`src/rtl/cpe_pkg.sv`:
```
package cpe_pkg;
    localparam int MEM_MAX = 6;
    localparam int TAPS    = MEM_MAX + 1;
    localparam int COLW    = 2;
    localparam int TCW     = $clog2(MEM_MAX + 1);

    typedef enum logic [1:0] {
        ST_IDLE = 2'd0,
        ST_RUN  = 2'd1,
        ST_TAIL = 2'd2
    } st_e;

    typedef struct packed {
        st_e               st;
        logic [1:0]        kc;
        logic [1:0]        rc;
        logic [MEM_MAX-1:0] sr;
        logic [1:0]        sym;
        logic [1:0]        rem;
        logic [COLW-1:0]   col;
        logic [COLW-1:0]   ccol;
        logic [TCW-1:0]    tcnt;
        logic              pend;
    } regs_t;

    // Tap vector indexed by delay: bit j weights the bit seen j steps ago.
    function automatic logic [TAPS-1:0] taps(input logic [1:0] kc, input logic which);
        logic [TAPS-1:0] g;
        logic [TAPS-1:0] t;
        int k;
        case (kc)
            2'd0:    begin k = 3; g = which ? 7'o5   : 7'o7;   end
            2'd1:    begin k = 4; g = which ? 7'o17  : 7'o15;  end
            default: begin k = 7; g = which ? 7'o171 : 7'o133; end
        endcase
        t = '0;
        for (int j = 0; j < TAPS; j++) begin
            if (j < k) t[j] = g[k-1-j];
        end
        return t;
    endfunction

    function automatic logic [TCW-1:0] mem_len(input logic [1:0] kc);
        case (kc)
            2'd0:    return TCW'(2);
            2'd1:    return TCW'(3);
            default: return TCW'(MEM_MAX);
        endcase
    endfunction
endpackage

```
`src/rtl/cpe_encoder.sv`:
```
module cpe_encoder
    import cpe_pkg::*;
#(
    parameter int MEM = MEM_MAX
) (
    input  logic           u,
    input  logic [MEM-1:0] hist,
    input  logic [1:0]     kc,
    output logic [1:0]     sym
);
    logic [MEM:0] window;
    assign window = {hist, u};

    for (genvar gi = 0; gi < 2; gi++) begin : g_gen
        logic [TAPS-1:0] tv;
        assign tv      = taps(kc, 1'(gi));
        assign sym[gi] = ^(window & tv[MEM:0]);
    end
endmodule

```
`src/rtl/cpe_punct.sv`:
```
module cpe_punct
    import cpe_pkg::*;
(
    input  logic [1:0]      rc,
    input  logic [COLW-1:0] col,
    output logic [1:0]      keep,
    output logic            last
);
    // keep[0]: first-generator symbol, keep[1]: second-generator symbol
    always_comb begin
        case (rc)
            2'd0: begin
                keep = 2'b11;
                last = 1'b1;
            end
            2'd1: begin
                keep = (col == '0) ? 2'b11 : 2'b01;
                last = (col == COLW'(1));
            end
            default: begin
                case (col)
                    COLW'(0): keep = 2'b11;
                    COLW'(1): keep = 2'b10;
                    default:  keep = 2'b01;
                endcase
                last = (col == COLW'(2));
            end
        endcase
    end
endmodule

```
`src/rtl/conv_punct_enc.sv`:
```
module conv_punct_enc
    import cpe_pkg::*;
(
    input  logic       clk,
    input  logic       rst_n,
    input  logic [1:0] cfg_k,
    input  logic [1:0] cfg_rate,
    input  logic       flush,
    input  logic       in_valid,
    input  logic       in_bit,
    output logic       in_ready,
    output logic       out_valid,
    output logic       out_bit,
    output logic       out_gen,
    output logic [1:0] out_col
);
    regs_t q, d;

    logic [1:0]      eff_k, eff_rate;
    logic            slot_free, want_flush, accept, tail_step, produce, u;
    logic [1:0]      enc_sym, keep;
    logic            col_last;
    logic [TCW-1:0]  mlen;

    assign eff_k      = (q.st == ST_IDLE) ? cfg_k    : q.kc;
    assign eff_rate   = (q.st == ST_IDLE) ? cfg_rate : q.rc;
    assign mlen       = mem_len(eff_k);
    assign slot_free  = (q.rem != 2'b11);
    assign want_flush = flush | q.pend;
    assign in_ready   = (q.st != ST_TAIL) && !want_flush && slot_free;
    assign accept     = in_valid && in_ready;
    assign tail_step  = (q.st == ST_TAIL) && slot_free && (q.tcnt < mlen);
    assign produce    = accept || tail_step;
    assign u          = accept ? in_bit : 1'b0;

    cpe_encoder #(.MEM(MEM_MAX)) u_enc (
        .u    (u),
        .hist (q.sr),
        .kc   (eff_k),
        .sym  (enc_sym)
    );

    cpe_punct u_punct (
        .rc   (eff_rate),
        .col  (q.col),
        .keep (keep),
        .last (col_last)
    );

    always_comb begin
        d = q;
        // serializer: first-generator symbol leaves before the second
        d.rem = (q.rem == 2'b11) ? 2'b10 : 2'b00;
        if (produce) begin
            d.sr   = {q.sr[MEM_MAX-2:0], u};
            d.sym  = enc_sym;
            d.rem  = keep;
            d.ccol = q.col;
            d.col  = col_last ? '0 : q.col + COLW'(1);
        end
        if (tail_step) d.tcnt = q.tcnt + TCW'(1);
        case (q.st)
            ST_IDLE: begin
                d.kc   = cfg_k;
                d.rc   = cfg_rate;
                d.pend = 1'b0;
                if (accept) d.st = ST_RUN;
            end
            ST_RUN: begin
                if (want_flush && slot_free) begin
                    d.st   = ST_TAIL;
                    d.tcnt = '0;
                    d.pend = 1'b0;
                end else if (flush) begin
                    d.pend = 1'b1;
                end
            end
            default: begin
                if ((q.tcnt == mlen) && (q.rem == 2'b00)) begin
                    d.st  = ST_IDLE;
                    d.sr  = '0;
                    d.col = '0;
                end
            end
        endcase
    end

    always_ff @(posedge clk or negedge rst_n) begin
        if (!rst_n) begin
            q      <= '0;
            q.st   <= ST_IDLE;
        end else begin
            q <= d;
        end
    end

    assign out_valid = (q.rem != 2'b00);
    assign out_bit   = q.rem[0] ? q.sym[0] : q.sym[1];
    assign out_gen   = ~q.rem[0];
    assign out_col   = q.ccol;

    // configuration frozen outside idle
    p_cfg_frozen_r8: assert property (@(posedge clk) disable iff (!rst_n)
        (q.st != ST_IDLE) |=> ($stable(q.kc) && $stable(q.rc)));

    // a full column is followed by its second symbol on the next cycle
    p_second_follows_r7: assert property (@(posedge clk) disable iff (!rst_n)
        (out_valid && !out_gen && q.rem[1]) |=> (out_valid && out_gen));

    // idle always means a cleared trellis and nothing pending
    p_idle_clean_r9: assert property (@(posedge clk) disable iff (!rst_n)
        (q.st == ST_IDLE) |-> ((q.sr == '0) && (q.col == '0) && !q.pend));

    // no data accepted while the tail is running
    p_tail_blocks_r9: assert property (@(posedge clk) disable iff (!rst_n)
        (q.st == ST_TAIL) |-> !in_ready);

    // column index stays within the active pattern
    p_col_in_pattern_r6: assert property (@(posedge clk) disable iff (!rst_n)
        (q.st != ST_IDLE) |->
            ((q.rc == 2'd0) ? (q.col == '0) :
             (q.rc == 2'd1) ? (q.col <= COLW'(1)) : (q.col <= COLW'(2))));

    // rate 2/3 column 1 carries only the first-generator symbol
    p_r23_col1_r5: assert property (@(posedge clk) disable iff (!rst_n)
        (out_valid && (q.rc == 2'd1) && (out_col == 2'd1)) |-> !out_gen);
endmodule

```
`config.mk`:
```
export PLATFORM = sky130hd
export DESIGN_NAME = conv_punct_enc
export DESIGN_NICKNAME = d
export VERILOG_FILES = /design/src/rtl/cpe_pkg.sv /design/src/rtl/cpe_encoder.sv /design/src/rtl/cpe_punct.sv /design/src/rtl/conv_punct_enc.sv
export SDC_FILE = /design/constraint.sdc
export NUM_CORES = 1
export LEC_CHECK = 0
export ABC_CLOCK_PERIOD_IN_PS = 5300
export CELL_PAD_IN_SITES_DETAIL_PLACEMENT = 2
export CELL_PAD_IN_SITES_GLOBAL_PLACEMENT = 2
export CORE_MARGIN = 10
export CORE_UTILIZATION = 37
export DETAILED_ROUTE_END_ITERATION = 8
export GPL_TIMING_DRIVEN = 0
export PLACE_DENSITY_LB_ADDON = 0.1
export SYNTH_ARGS = -nofsm -noshare
export SYNTH_HDL_FRONTEND = slang
export SYNTH_HIERARCHICAL = 1
export SYNTH_SLANG_ARGS = --single-unit
```
`constraint.sdc`:
```
create_clock -name clk -period 5.3 [get_ports clk]
set_input_delay 0.795 -clock clk [delete_from_list [all_inputs] [get_ports clk]]
set_output_delay 0.795 -clock clk [all_outputs]
set_load 0.1 [all_outputs]
```
==> flow_summary.ini <==
[layout]
area_growth_pct = 16.8
layout_commonest_cell = dfrtp_1
drive_gt1_frac = 0.158
layout_common_cells = dfrtp_1 (24), clkdlybuf4s50_1 (14), a21oi_1 (11)
n_antenna_cell = 0
nets = 160
fin_util = 0.454

[clocking]
clock_insertion_delay_worst_skew_ns = 0.31
post-cts-setup-buffers = 0
cts_root_buffer = clkbuf_4
post_cts_resized = 0
clk_pin_slew_ns = 0.14
cts_tree = done
cts_sinks = 24
cts_hold_buf = 0
cts_buffers = 3
htree_num_levels = 1
clockBufferDepth = 2

[synthesis]
synthArstFlopShare = 1.00
synthCells = 129
synth.yosys.seq_area_share = 0.459
synth_area_sq_um = 1310
synth_top_cell_by_area = dfrtp_1
netlist.area_leader.share = 0.459
synth_enable_flop_cells = 0
ys_seq_elements = 24
ys_types = 41
synth_area_leaders = dfrtp_1 (46%), mux2_2 (8.6%), a21oi_1 (4.2%), o21ai_0 (3.4%), nand3_1 (3.1%)
synth_nets = 141
yosysWarnings = 6
avgSynthCellArea_sq_um = 10.1
yosys_most_used_dff = dfrtp_1

[timing]
skew_ns = 0.00703
worst_pin_slew_ns = 1.14
slew_violations = 0
rsz0062_at_grt = no
finalHoldViolations = 0
fin_crit_ns = 3.55
setup_violations = 0
worst_slew_margin_rel = 0.236
holdWs_ns = 0.521
fin_crit_sh = 0.670
finalSetupTns_ns = 0
clock.fmax_mhz = 282

[routing]
dr.pass1.iters = 4
wl_per_cell_microns = 17.2
drcViolationCount = 0
antenna_left = 0
drt_iter0_drc = 40
via_count = 1031
routed_wl_microns = 3310
vias_per_cell = 5.37

[global_route]
grt_first_pass_wirelength_microns = 5830
grt_max_degree = 25
grtUsageTotal = 0.113
grt_pass1_vias = 1139
antenna_found_initial = 0
overflow = 0

[die]
std_cell_rows = 21
start_util = 0.389
io_pins = 15
die-area_sq_um = 6310
die_y_microns = 79.4
core_sq_um = 3360
die_w_microns = 79.4

[setup_path]
cp_max_fo = 4
crit_path_end_kind = output pin
path_class = in2out
crit_arrival_ns = 2.75
required_ns = 4.51
start_kind = primary input
r2r_slack_ns = 2.20

[power_and_ir_drop]
vdd_drop_max_mv = 0.0983
power_leakage_uw = 0.000691
power_density_nw_per_um2 = 181

[run]
drv_cap = 0

[run_status]
outcome = finished clean

[placed_design]
gp_congestion = 0.756
dpl.hpwl_microns = 2550
io_buffers = 14

[worst_hold_path]
hold_path.class = reg2reg
cells by family after synthesis:
family | share of synthesized area
XOR/XNOR | 0.0402
AND/OR/NAND/NOR | 0.205
buffers and inverters | 0.0383
multiplexers | 0.0938
AO/OA/AOI/OAI | 0.135
adder cells (fa/ha/maj) | 0.0287
flip-flops | 0.459
cells in the mapped netlist (2+ instances only):
library cell and number:
nor2_1 7, dfrtp_1 24, buf_4 2, ha_1 3, nand3_1 8, nand2_1 7
a21oi_1 11, xor2_1 3, xnor2_1 3, nand3b_1 2, a22o_1 2, inv_1 7
a22oi_1 2, mux2_2 10, nand4_1 2, nor2b_1 3, o21ai_0 9
final timing paths:
check,start,to,depth (start not counted)
hold / removal,q[10],q[10],1
max in group asynchronous,rst_n,q[22],1
hold reg to reg,q[10],q[10],1
setup / recovery,flush,in_ready,4
min in group asynchronous,rst_n,q[6],1
setup reg to reg,q[23],out_col[0],8
through the flow:
stage	instance area, sq um	total power, uW	setup WS (ns)	std cells
floorplan	1310	187	2.59	129
global placement	1510	197	1.75	189
detailed placement	1510	197	1.73	189
CTS	1530	280	1.73	192
global route	1530	287	1.64	192
finish	1530	276	1.75	192
registers in the layout (all words and copies together), names as in the netlist:
signal and count:
out_col 2, q 22
power breakdown:
group          switching [uW]  internal [uW]  leakage, uW
logic                    4.97           5.23     0.000357
registers                   0            183     0.000320
clock network            56.5           26.6    0.0000138
worst max-delay path, cell delays in order:
cell,delay (ns)
clkdlybuf4s50_1,0.42
nor2_1,0.21
and3_1,0.19
clkdlybuf4s50_1,1.14
layout make-up:
class | instances | area [sq um]
fillers | 398 | 1840
multi-input cells | 94 | 657
flip-flops and latches | 24 | 601
repair buffers | 14 | 140
well taps | 46 | 57.6
inverters | 7 | 26.3
plain buffers | 4 | 23.8
clock buffers | 3 | 22.5
per-layer routing:
layer,track usage,part of all wire,wire length [microns],vias up
met5,0,0,0,-
met2,0.197,0.51,1700,11
met4,0.0215,0.0070,23,0
met3,0.0214,0.026,85,4
met1,0.140,0.45,1500,524
li1,-,-,-,492
(Power assumes the default switching activity.)
